===== config.mk =====
export PLATFORM = sky130hd
export DESIGN_NAME = uart_txd_ring
export DESIGN_NICKNAME = d
export VERILOG_FILES = /design/src/rtl/txr_pkg.sv /design/src/rtl/txr_byte_pick.sv /design/src/rtl/txr_event.sv /design/src/rtl/txr_ctrl.sv /design/src/rtl/uart_txd_ring.sv
export SDC_FILE = /design/constraint.sdc
export NUM_CORES = 1
export LEC_CHECK = 0
export ABC_AREA = 0
export BUFFER_PORTS_ARGS = -buffer_cell sky130_fd_sc_hd__clkbuf_2
export CAP_MARGIN = 20
export CORE_UTILIZATION = 58
export DETAILED_ROUTE_END_ITERATION = 8
export PLACE_DENSITY = 0.81
export REMOVE_ABC_BUFFERS = 1
export SLEW_MARGIN = 20
export SYNTH_ARGS = -nofsm -noshare
export SYNTH_HDL_FRONTEND = slang
export SYNTH_SLANG_ARGS = --single-unit

===== constraint.sdc =====
create_clock -name clk -period 2.3 [get_ports clk]
set_input_delay 0.115 -clock clk [delete_from_list [all_inputs] [get_ports clk]]
set_output_delay 0.115 -clock clk [all_outputs]
set_load 0.03 [all_outputs]

===== src/rtl/txr_pkg.sv =====
package txr_pkg;
  localparam int unsigned WORD_W      = 16;
  localparam int unsigned DESC_STRIDE = 4;
  localparam int unsigned SW_RDY      = 15;
  localparam int unsigned SW_WRAP     = 13;
  localparam int unsigned SW_INT      = 12;
  localparam int unsigned SW_CONT     = 9;
  localparam int unsigned SW_PRE      = 8;
  localparam logic [7:0]  IDLE_CHAR   = 8'hFF;

  typedef enum logic [3:0] {
    S_IDLE,
    S_ST_RD,
    S_LEN_RD,
    S_PH_RD,
    S_PL_RD,
    S_PL_LAT,
    S_PRE,
    S_BRD,
    S_BLAT,
    S_BSEND,
    S_CLOSE
  } txr_state_e;
endpackage


===== src/rtl/txr_byte_pick.sv =====
module txr_byte_pick import txr_pkg::*; (
  input  logic [WORD_W-1:0] word_i,
  input  logic              odd_i,
  output logic [7:0]        byte_o
);
  // even byte address -> upper half, odd -> lower half
  assign byte_o = odd_i ? word_i[7:0] : word_i[15:8];
endmodule


===== src/rtl/txr_event.sv =====
module txr_event (
  input  logic clk,
  input  logic rst_n,
  input  logic set_i,
  input  logic clr_i,
  input  logic mask_i,
  output logic evt_o,
  output logic irq_o
);
  always_ff @(posedge clk) begin
    if (!rst_n)     evt_o <= 1'b0;
    else if (set_i) evt_o <= 1'b1;
    else if (clr_i) evt_o <= 1'b0;
  end

  assign irq_o = evt_o & mask_i;


  evt_set_chk: assert property (@(posedge clk) disable iff (!rst_n)
    set_i |=> evt_o);


  evt_clr_chk: assert property (@(posedge clk) disable iff (!rst_n)
    clr_i && !set_i |=> !evt_o);
endmodule


===== src/rtl/txr_ctrl.sv =====
module txr_ctrl import txr_pkg::*; #(
  parameter int unsigned AW = 10
) (
  input  logic              clk,
  input  logic              rst_n,
  input  logic              enable_i,
  input  logic [AW-1:0]     tbase_i,
  output logic              mem_rd_en_o,
  output logic              mem_wr_en_o,
  output logic [AW-1:0]     mem_addr_o,
  output logic [WORD_W-1:0] mem_wdata_o,
  input  logic [WORD_W-1:0] mem_rdata_i,
  input  logic [7:0]        pick_byte_i,
  output logic              byte_odd_o,
  output logic              tx_valid_o,
  input  logic              tx_ready_i,
  output logic [7:0]        tx_data_o,
  output logic              close_evt_o
);
  localparam int unsigned  BAW    = AW + 1;
  localparam logic [AW-1:0] STRIDE = AW'(DESC_STRIDE);

  txr_state_e        st_q;
  logic [AW-1:0]     cur_q;
  logic [WORD_W-1:0] stat_q, len_q, phi_q, cnt_q;
  logic [BAW-1:0]    baddr_q;
  logic [7:0]        byte_q;

  logic [2*WORD_W-1:0] ptr_full;
  logic                unused_ptr_hi;
  logic [AW-1:0]       next_desc, skip_desc;
  logic                fire;

  assign ptr_full      = {phi_q, mem_rdata_i};
  assign unused_ptr_hi = ^ptr_full[2*WORD_W-1:BAW];
  assign next_desc     = stat_q[SW_WRAP]      ? tbase_i : cur_q + STRIDE;
  assign skip_desc     = mem_rdata_i[SW_WRAP] ? tbase_i : cur_q + STRIDE;
  assign fire          = tx_valid_o && tx_ready_i;

  always_comb begin
    mem_rd_en_o = 1'b0;
    mem_addr_o  = cur_q;
    unique case (st_q)
      S_ST_RD:  mem_rd_en_o = enable_i;
      S_LEN_RD: begin
        mem_rd_en_o = enable_i && mem_rdata_i[SW_RDY];
        mem_addr_o  = cur_q + AW'(1);
      end
      S_PH_RD: begin
        mem_rd_en_o = enable_i;
        mem_addr_o  = cur_q + AW'(2);
      end
      S_PL_RD: begin
        mem_rd_en_o = enable_i;
        mem_addr_o  = cur_q + AW'(3);
      end
      S_BRD: begin
        mem_rd_en_o = enable_i;
        mem_addr_o  = baddr_q[BAW-1:1];
      end
      default: ;
    endcase
  end

  always_comb begin
    mem_wdata_o         = stat_q;
    mem_wdata_o[SW_RDY] = stat_q[SW_CONT];
  end

  assign mem_wr_en_o = (st_q == S_CLOSE);
  assign close_evt_o = (st_q == S_CLOSE) && stat_q[SW_INT];
  assign tx_valid_o  = (st_q == S_PRE) || (st_q == S_BSEND);
  assign tx_data_o   = (st_q == S_PRE) ? IDLE_CHAR : byte_q;
  assign byte_odd_o  = baddr_q[0];

  always_ff @(posedge clk) begin
    if (!rst_n) begin
      st_q    <= S_IDLE;
      cur_q   <= '0;
      stat_q  <= '0;
      len_q   <= '0;
      phi_q   <= '0;
      cnt_q   <= '0;
      baddr_q <= '0;
      byte_q  <= '0;
    end else begin
      unique case (st_q)
        S_IDLE: begin
          cur_q <= tbase_i;
          if (enable_i) st_q <= S_ST_RD;
        end
        S_ST_RD: st_q <= enable_i ? S_LEN_RD : S_IDLE;
        S_LEN_RD: begin
          stat_q <= mem_rdata_i;
          if (!enable_i) st_q <= S_IDLE;
          else if (!mem_rdata_i[SW_RDY]) begin
            cur_q <= skip_desc;
            st_q  <= S_ST_RD;
          end else st_q <= S_PH_RD;
        end
        S_PH_RD: begin
          len_q <= mem_rdata_i;
          st_q  <= enable_i ? S_PL_RD : S_IDLE;
        end
        S_PL_RD: begin
          phi_q <= mem_rdata_i;
          st_q  <= enable_i ? S_PL_LAT : S_IDLE;
        end
        S_PL_LAT: begin
          baddr_q <= ptr_full[BAW-1:0];
          cnt_q   <= len_q;
          if (!enable_i)                st_q <= S_IDLE;
          else if (stat_q[SW_PRE])      st_q <= S_PRE;
          else if (len_q == '0)         st_q <= S_CLOSE;
          else                          st_q <= S_BRD;
        end
        S_PRE: begin
          if (fire) begin
            if (!enable_i)         st_q <= S_IDLE;
            else if (cnt_q == '0)  st_q <= S_CLOSE;
            else                   st_q <= S_BRD;
          end
        end
        S_BRD: st_q <= enable_i ? S_BLAT : S_IDLE;
        S_BLAT: begin
          byte_q <= pick_byte_i;
          st_q   <= enable_i ? S_BSEND : S_IDLE;
        end
        S_BSEND: begin
          if (fire) begin
            baddr_q <= baddr_q + BAW'(1);
            cnt_q   <= cnt_q - WORD_W'(1);
            if (!enable_i)                  st_q <= S_IDLE;
            else if (cnt_q == WORD_W'(1))   st_q <= S_CLOSE;
            else                            st_q <= S_BRD;
          end
        end
        S_CLOSE: begin
          cur_q <= next_desc;
          st_q  <= enable_i ? S_ST_RD : S_IDLE;
        end
        default: st_q <= S_IDLE;
      endcase
    end
  end


  tx_hold_chk: assert property (@(posedge clk) disable iff (!rst_n)
    tx_valid_o && !tx_ready_i |=> tx_valid_o && $stable(tx_data_o));


  mem_excl_chk: assert property (@(posedge clk) disable iff (!rst_n)
    !(mem_rd_en_o && mem_wr_en_o));


  wb_align_chk: assert property (@(posedge clk) disable iff (!rst_n)
    mem_wr_en_o |-> mem_addr_o[1:0] == tbase_i[1:0]);


  wb_ready_chk: assert property (@(posedge clk) disable iff (!rst_n)
    mem_wr_en_o && !mem_wdata_o[SW_CONT] |-> !mem_wdata_o[SW_RDY]);


  stop_quiet_chk: assert property (@(posedge clk) disable iff (!rst_n)
    !enable_i && !tx_valid_o |=> !tx_valid_o);
endmodule


===== src/rtl/uart_txd_ring.sv =====
module uart_txd_ring import txr_pkg::*; #(
  parameter int unsigned AW = 10
) (
  input  logic          clk,
  input  logic          rst_n,
  input  logic          enable,
  input  logic [AW-1:0] tbase,
  output logic          mem_rd_en,
  output logic          mem_wr_en,
  output logic [AW-1:0] mem_addr,
  output logic [15:0]   mem_wdata,
  input  logic [15:0]   mem_rdata,
  output logic          tx_valid,
  input  logic          tx_ready,
  output logic [7:0]    tx_data,
  input  logic          tx_evt_clr,
  input  logic          tx_evt_mask,
  output logic          tx_evt,
  output logic          irq
);
  logic [7:0] pick_byte;
  logic       byte_odd;
  logic       close_evt;

  txr_ctrl #(.AW(AW)) ctrl_i (
    .clk         (clk),
    .rst_n       (rst_n),
    .enable_i    (enable),
    .tbase_i     (tbase),
    .mem_rd_en_o (mem_rd_en),
    .mem_wr_en_o (mem_wr_en),
    .mem_addr_o  (mem_addr),
    .mem_wdata_o (mem_wdata),
    .mem_rdata_i (mem_rdata),
    .pick_byte_i (pick_byte),
    .byte_odd_o  (byte_odd),
    .tx_valid_o  (tx_valid),
    .tx_ready_i  (tx_ready),
    .tx_data_o   (tx_data),
    .close_evt_o (close_evt)
  );

  txr_byte_pick pick_i (
    .word_i (mem_rdata),
    .odd_i  (byte_odd),
    .byte_o (pick_byte)
  );

  txr_event evt_i (
    .clk    (clk),
    .rst_n  (rst_n),
    .set_i  (close_evt),
    .clr_i  (tx_evt_clr),
    .mask_i (tx_evt_mask),
    .evt_o  (tx_evt),
    .irq_o  (irq)
  );
endmodule


Word level (Yosys, flattened, before mapping)
Index checks and enable logic that the tools add are counted.

Input bits: 32. Register bits after elaboration: 81. Output and inout port bits: 39. Logic and storage cells: 79.

Add/sub/neg operators: 6. Reductions and logical operators: 14. Bitwise operators: 1. Multiplexer cells: 34. Eq/ne operators: 16.

Operators with widths (number): $mux W4 (13); $pmux W4 S11 (1); $mux W10 (4); $pmux W10 S4 (1); $logic_not A16 Y1 (2); $pmux W16 S2 (1); $pmux W10 S3 (1); $pmux W11 S2 (1); $add A10 B2 Y10 const B (2); $eq A16 B1 Y1 const B (1); $eq A4 B3 Y1 const B (4); $mux W16 (1); $mux W8 (2); $sub A16 B1 Y16 const B (1); $eq A4 B4 Y1 const B (3); $add A11 B1 Y11 const B (1); $mux W11 (1); $add A10 B1 Y10 const B (1); $add A10 B3 Y10 const B (1); $eq A4 B2 Y1 const B (2); $mux W3 (2); $ne A2 B2 Y1 const B (3); $reduce_and A3 Y1 (2); $eq A4 B1 Y1 const B (1); other kinds (12) (19).

Longest topological paths before layout
Gate-level depths: netlist (run 1).

Depth after elaboration: 5. Gate-level depth with buffers: 9. Depth with buffers taken out: 7.

Modules after synthesis
Synthesis (run 1) repeated with hierarchy kept, for this count alone.

Cells, all modules: 674. Area total of the unflattened synthesis: 5037.3 µm².

Modules (own cells, without submodules): txr_ctrl (seq. area each 1601.5 µm², cells each 661, instances 1, area an instance 4857.2 µm²); txr_byte_pick (seq. area each 0.0 µm², cells each 9, instances 1, area an instance 131.4 µm²); txr_event (seq. area each 20.0 µm², cells each 4, instances 1, area an instance 48.8 µm²).

Least setup slack after synthesis (run 1)
Ideal clock, no wire load.

Path kind: register -> output. Start: register ctrl_i.st_q[0]. End: output port mem_addr[2]. Data arrival time: 2.474 ns. Data required time: 2.185 ns. Stages on the path, launching flop included: 9. Path slack: -0.289 ns. Buffers on the path: 1. Cell sequence: dfxtp_1 -> clkbuf_1 -> nor4b_1 -> xor2_1 -> ha_1 -> a21oi_1 -> nand2_1 -> and3_1 -> o21ai_0.

Word-level cells in the longest chain between the ends: 2. Elaborated cells between the ends (all ways): 5. Classes of those cells: eq/ne (4); mux (1).

Ends and longest elaborated chain: start: declaration (RTL line txr_ctrl.sv:23) `txr_state_e st_q;`; start signal: assignment (RTL line txr_ctrl.sv:92) `S_ST_RD: st_q <= enable_i ? S_LEN_RD : S_IDLE;`; start signal: assignment (RTL line txr_ctrl.sv:103) `st_q <= enable_i ? S_PL_RD : S_IDLE;`; start signal: assignment (RTL line txr_ctrl.sv:107) `st_q <= enable_i ? S_PL_LAT : S_IDLE;`; $eq A4 B3 Y1 / $eq A4 B2 Y1 (equally long branches) (RTL line txr_ctrl.sv:43) `unique case (st_q)`; $pmux W10 S4 (*) (RTL line txr_ctrl.sv:43); end: declaration (RTL line uart_txd_ring.sv:10) `output logic [AW-1:0] mem_addr,`.

Every way passes the cells marked *; elsewhere a longest branch is shown, timed or not.

Worst setup path in the final report (run 1)
Start: register ctrl_i.st_q[0]. End: output port mem_addr[6].

Same word-level chain as after synthesis.

==> results.yml, run 1 <==
outcome:
  status: "finished, violations left"
  failed_checks: "setup timing"
setup_path:
  worstPathRequired_ns: 2.18
  arrival_ns: 2.21
  start_kind: "flip-flop"
  r2r_cells: 5
  crit_path_end_kind: "primary output"
  slowest_stage: "dfxtp_2"
  cp_slowest_stage_delay_ns: 0.35
  critical_path_class: "flip-flop to primary output"
  crit_buf_inv: 2
  worstReg2RegEnd: "ctrl_i.cnt_q[13]$_SDFFE_PN0P_"
  path_max_fanout: 6
  path_cells: "nor4b_4 > buf_4 > xor2_2 > ha_2 > a21oi_4 > o21ai_2 > nand2_1 > a221o_1 > clkbuf_8"
  worst-r2r-setup-slack_ns: 0.14
  r2r-start: "ctrl_i.cnt_q[0]$_SDFFE_PN0P_"
  path_delay_family: "compound AO/OA/AOI/OAI gates"
placed_design:
  placed_area_mm2: 0.00554
  io_buffers: 70
  post-dp-hpwl_mm: 9.96
  place_inst: 806
  post-place-ws_ns: 0.144
  gp_congestion: 0.899
global_route:
  gr-total-overflow: 0
  grt_pass1_wl_mm: 23.0
  grt_start_max_net_pins: 41
  grt_pass1_vias: 4749
  antenna_found_initial: 0
  grt_usage_pct: 32.8
timing:
  setup_ws_ns: -0.0280
  finalCriticalPeriod_ns: 2.33
  tightestPinTransition_ns: 0.629
  skew_ns: 0.0108
  fin_crit_sh_pct: 101
  fmax_mhz: 430
  setup_viol: 2
  finalMaxSlewViolations: 0
  hold_viol: 0
  rsz0062_at_grt: "true"
  maxSlewHeadroom_pct: 58.1
detailed_routing:
  drt_iter0_drc: 392
  viasPerCell: 6.32
  vias: 5215
  route.detailed.drc: 0
  postRouteWirelength_mm: 14.2
  ant_nets: 0
  wl_per_cell_um: 17.2
  drtPass1Iterations: 5
clock_tree:
  cts_sinks: 81
  cts-root-buf: "clkbuf_8"
  numCtsBuffers: 9
  htreeDepth: 3
  cts_buffer_depth: 2
  insertion_delay_ns: 0.36
  clk_pin_slew_ns: 0.09
  cts_tree: "yes"
synth:
  postSynthAreaPerCell_um2: 7.58
  synth_top_area_share_pct: 32.4
  ys_types: 66
  synth_common_cells: "nand2_1 (109), dfxtp_1 (81), clkbuf_1 (44), a21oi_1 (42), nor2_1 (42)"
  synthesis.area_mm2: 0.00500
  synth_most_common_cell: "nand2_1"
  synth_top_cell_by_area: "dfxtp_1"
  ys.flop_type: "dfxtp_1"
  synthCells: 660
  ys_warn_count: 0
  synthArstFlopShare_pct: 0
  synthTopCellsByArea: "dfxtp_1 (32%), nand2_1 (8.2%), a21boi_0 (5.6%)"
  ys_ff_latch: 81
  synth_edf_count: 0
  seq_area_frac_synth_pct: 32.4
power:
  clkPwrFrac_pct: 36.5
  power_frac_comb_pct: 13.5
  p_leak_uw: 0.00239
  p_seq_share_pct: 50.0
  pwr_density_cell_mw_per_mm2: 500
  p_switching_uw: 851
  ir_drop_uv: 360
  internal_power_uw: 2110
  swShare_pct: 28.8
min_path:
  hold_depth: 3
  whs_endpoint: "ctrl_i.stat_q[14]$_SDFFE_PN0P_"
  hold_start: "mem_rdata[14]"
  hold_class: "primary input to flip-flop"
die:
  coreArea_mm2: 0.00830
  fp-row-count: 33
  start_util_pct: 60.3
  ios: 71
  die_w_um: 94.9
  fp.dieArea_mm2: 0.00900
  die_height_um: 94.9
cells_and_area:
  final_cells: 825
  nFillCells: 682
  final_cell_area_mm2: 0.00591
  fin_nets: 754
  fin_util_pct: 71.2
  num_antenna_cells: 0
  syn2layout_area_growth_pct: 18.1
  drive_gt1_share_pct: 21.3
run:
  maxCapViolations: 0
[worst min-delay path, stage by stage]
cell and delay (ns):
clkbuf_2 0.10, nand2_1 0.05, a21boi_0 0.06
[final cells by class]
class	instances	area [um^2]	area share (%)
sequential	81	1630	27.6
inverter	6	22.5	0.381
multi-input combinational	517	3260	55.2
clock inverter	7	76.3	1.29
timing repair buffer	100	662	11.2
clock buffer	9	124	2.10
tap	105	131	2.22
[metal layers]
metal / global-route usage, % / wire (um) / vias up
li1: - / - / 2476
met1: 45.9 / 6320 / 2476
met2: 51.0 / 6460 / 228
met3: 4.67 / 1070 / 35
met4: 12.1 / 320 / 0
met5: 0 / 0 / -
[cell usage in the layout (no fill, tap or decap), types with 10 or more instances in the layout]
cell type	count
o211a_1	11
mux2i_1	15
dfxtp_1	75
and2_1	15
nor2b_1	14
a21boi_0	37
buf_4	28
nor2_1	41
clkbuf_8	10
nand3_1	17
o21ai_0	37
nand2_1	108
nor3_1	13
nor4_1	13
nand2b_1	18
a21oi_1	41
clkbuf_2	64
[flip-flops by register name, summed over array words and instances (netlist names)]
name,count
ctrl_i.cnt_q,16
ctrl_i.len_q,16
ctrl_i.stat_q,15
ctrl_i.baddr_q,11
ctrl_i.cur_q,10
ctrl_i.byte_q,8
ctrl_i.st_q,4
evt_i.evt_o,1
[logic make-up (layout without fill, tap and decap cells)]
kind of cell               Yosys count  count (layout)  share of synthesized area [%]
AOI/OAI and AO/OA                  199             199                           27.5
DFF                                 81              81                           32.4
and+or+nand+nor                    285             285                           28.4
adders and majority gates            8               8                           1.95
buffers and inverters               62             122                           4.95
muxes                               16              16                           3.23
xor gates and xnor gates             9               9                           1.58
[worst max-delay path by stage]
stage | startpoint | endpoint | cells past startpoint
finish | ctrl_i.st_q[0]$_SDFFE_PN0P_ | mem_addr[6] | 9
global placement | ctrl_i.st_q[0]$_SDFFE_PN0P_ | mem_addr[6] | 8
CTS | ctrl_i.st_q[1]$_SDFFE_PN0P_ | mem_addr[6] | 9
floorplan | ctrl_i.st_q[3]$_SDFFE_PN0P_ | ctrl_i.baddr_q[8]$_SDFFE_PN0P_ | 3
detailed placement | ctrl_i.st_q[0]$_SDFFE_PN0P_ | mem_addr[2] | 9
global route | ctrl_i.st_q[0]$_SDFFE_PN0P_ | mem_addr[6] | 9
[repair_timing]
item	CTS	global route
pin swaps	6	8
resized for setup	22	29
setup buffers	2	1
setup endpoints to repair	10	15
hold buffers	0	0
[power groups by stage]
stage | clock (uW) | sequential [uW] | combinational [uW]
floorplan | 0 | 1510 | 203
global placement | 0 | 1500 | 365
detailed placement | 0 | 1500 | 373
CTS | 1090 | 1470 | 386
finish | 1080 | 1480 | 400
global route | 1150 | 1480 | 434
[stage by stage]
step	hold slack (ns)	setup TNS, ns	power [uW]
after floorplan	0.233	-36.18	1710
final	0.0256	-0.0334	2960
after detailed placement	0.388	0	1880
after CTS	0.0188	-0.169	2950
after global placement	0.384	0	1870
after global routing	0.0297	-0.452	3070
No activity file was read; power rests on OpenSTA's default activity.
==> inputs of run 2 (changes only) <==
Settings changed: SYNTH_HIERARCHICAL set to 1.
==> results.yml, run 2 <==
detailed_routing:
  route.detailed.drc: 0
  wl_per_cell_um: 17.8
  ant_nets: 0
  postRouteWirelength_mm: 15.1
  vias: 5403
  viasPerCell: 6.39
  drt_iter0_drc: 439
  drtPass1Iterations: 5
synth:
  synth.area.mux_share_pct: 4.10
  synth_compound_area_share_pct: 25.3
  ys.flop_type: "dfxtp_1"
  synthArstFlopShare_pct: 0
  synthesis.area_mm2: 0.00504
  synth_common_cells: "nand2_1 (129), a21oi_1 (89), dfxtp_1 (81), nor2_1 (47), o21ai_0 (37)"
  seq_area_frac_synth_pct: 32.2
  postSynthAreaPerCell_um2: 7.47
  ys_ff_latch: 81
  synth_top_family_by_area: "simple AND/OR/NAND/NOR gates"
  synth_top_cell_by_area: "dfxtp_1"
  synth_top_area_share_pct: 32.2
  ys_warn_count: 6
  synth_edf_count: 0
  yosys.area_share.adder_pct: 1.94
  synthTopCellsByArea: "dfxtp_1 (32%), nand2_1 (9.6%), a21oi_1 (8.8%)"
  synthCells: 674
  synth_xor_area_share_pct: 1.56
  yosys.area_share.simple_pct: 28.9
  synth_most_common_cell: "nand2_1"
  ys_types: 74
timing:
  skew_ns: 0.00702
  hold_viol: 0
  fmax_mhz: 431
  setup_viol: 1
  fin_crit_sh_pct: 101
  setup_ws_ns: -0.0185
  tightestPinTransition_ns: 0.997
  rsz0062_at_grt: "true"
  hold_ws_ns: 0.0108
  finalCriticalPeriod_ns: 2.32
  maxSlewHeadroom_pct: 33.2
  setup_tns_ns: -0.0185
  finalMaxSlewViolations: 0
global_route:
  grt_pass1_vias: 4934
  antenna_found_initial: 0
  grt_usage_pct: 33.9
  grt_pass1_wl_mm: 23.8
  grt_start_max_net_pins: 35
  gr-total-overflow: 0
cells_and_area:
  syn2layout_area_growth_pct: 16.1
  drive_gt1_share_pct: 22.7
  final_cell_mix: "nand2_1 (128), a21oi_1 (84), dfxtp_1 (78)"
  num_antenna_cells: 0
  fin_nets: 775
  final_common_cell: "nand2_1"
  fin_util_pct: 70.5
  top_regs: "ctrl_i/cnt_q (16), ctrl_i/len_q (16), ctrl_i/stat_q (15)"
clock_tree:
  cts_tree: "yes"
  insertion_delay_ns: 0.37
  cts_sinks: 81
  numCtsBuffers: 9
  cts-root-buf: "clkbuf_8"
  clk_pin_slew_ns: 0.10
  cts_buffer_depth: 2
  htreeDepth: 3
min_path:
  whs_endpoint: "ctrl_i/cur_q[2]$_SDFFE_PN0P_"
  hold_class: "primary input to flip-flop"
  hold_start: "tbase[2]"
  hold_depth: 3
die:
  fp-row-count: 33
  die_w_um: 95.2
  ios: 71
  start_util_pct: 60.7
  die_height_um: 95.2
  coreArea_mm2: 0.00830
  fp.dieArea_mm2: 0.00906
setup_path:
  worstPathRequired_ns: 2.18
  r2r_cells: 6
  path_max_fanout: 4
  r2r-start: "ctrl_i/st_q[2]$_SDFFE_PN0P_"
  start_kind: "flip-flop"
  critical_path_class: "flip-flop to primary output"
  crit_path_end_kind: "primary output"
  worst-r2r-setup-slack_ns: 0.25
  worstReg2RegEnd: "ctrl_i/cur_q[5]$_SDFFE_PN0P_"
  arrival_ns: 2.20
placed_design:
  io_buffers: 70
  post-place-ws_ns: 0.252
  post-dp-hpwl_mm: 10.4
  gp_congestion: 0.926
run:
  maxCapViolations: 0
outcome:
  failed_checks: "setup timing"
  status: "finished, violations left"
power:
  ir_drop_uv: 400
  p_total_uw: 2970
  p_leak_uw: 0.00229
  pwr_density_cell_mw_per_mm2: 508
[run 2: changes by cell type after synthesis, sizes merged, moves of 11 or more]
cell    delta
a21oi     +47
a21boi    -37
nand2     +20
mux2      +12
mux2i     -12
o211a     -11
[run 2: logic make-up after synthesis]
group           after synthesis
simple gates                291
compound gates              206
flops                        81
buf+inv                      63
mux                          16
xor+xnor                      9
fa+ha+maj                     8
[run 2: worst max-delay path by stage]
stage	startpoint	end	slack, ns	cells after the start
5_1_grt	ctrl_i/st_q[3]$_SDFFE_PN0P_	mem_addr[8]	-0.12	9
3_3_place_gp	ctrl_i/st_q[3]$_SDFFE_PN0P_	mem_addr[6]	0.32	8
2_1_floorplan	ctrl_i/st_q[0]$_SDFFE_PN0P_	ctrl_i/cnt_q[12]$_SDFFE_PN0P_	-0.51	4
6_report	ctrl_i/st_q[3]$_SDFFE_PN0P_	mem_addr[8]	-0.02	9
4_1_cts	ctrl_i/st_q[0]$_SDFFE_PN0P_	mem_addr[2]	-0.08	7
3_5_place_dp	ctrl_i/st_q[0]$_SDFFE_PN0P_	ctrl_i/cur_q[5]$_SDFFE_PN0P_	0.25	6
[run 2: repair_timing]
action,CTS,global route
setup endpoints to repair,9,9
hold buffers,4,0
pin swaps,2,12
gates resized for setup,10,32
buffers inserted,2,3
gates cloned,0,0
endpoints found under the hold margin,6,0
[run 2: cell type report]
type / instances / area [um^2]
Multi-Input combinational cell: 530 / 3170
Sequential cell: 81 / 1630
Clock buffer: 9 / 124
Tap cell: 105 / 131
Fill cell: 692 / 2450
Clock inverter: 7 / 73.8
Inverter: 9 / 33.8
Timing Repair Buffer: 105 / 687
[run 2: where the power goes]
part / switching [uW] / internal (uW) / leakage, uW
clock network: 646 / 428 / 0.0000946
registers: 41.6 / 1430 / 0.000657
logic: 256 / 172 / 0.00154
[run 2: routing by layer]
metal	up-vias	track usage, %	part of all wire (%)
met2	275	53.9	47
met1	2564	46.0	42
met3	36	4.23	8.3
met5	-	0	0
li1	2528	-	-
met4	0	14.5	2.6
[run 2: per-stage QoR]
stage	cells	area, um^2
3_5_place_dp	821	5470
3_3_place_gp	821	5470
2_1_floorplan	620	4770
6_report	846	5850
4_1_cts	843	5750
5_1_grt	846	5850
[run 2: critical path, cell delays in order, from the launching register on]
cell and delay, ns:
dfxtp_4 0.37, nor4b_4 0.31, xor2_1 0.12, ha_2 0.20, a21o_4 0.21, buf_6 0.12, a21oi_2 0.12, o211ai_1 0.09
o221a_1 0.14, clkbuf_8 0.16
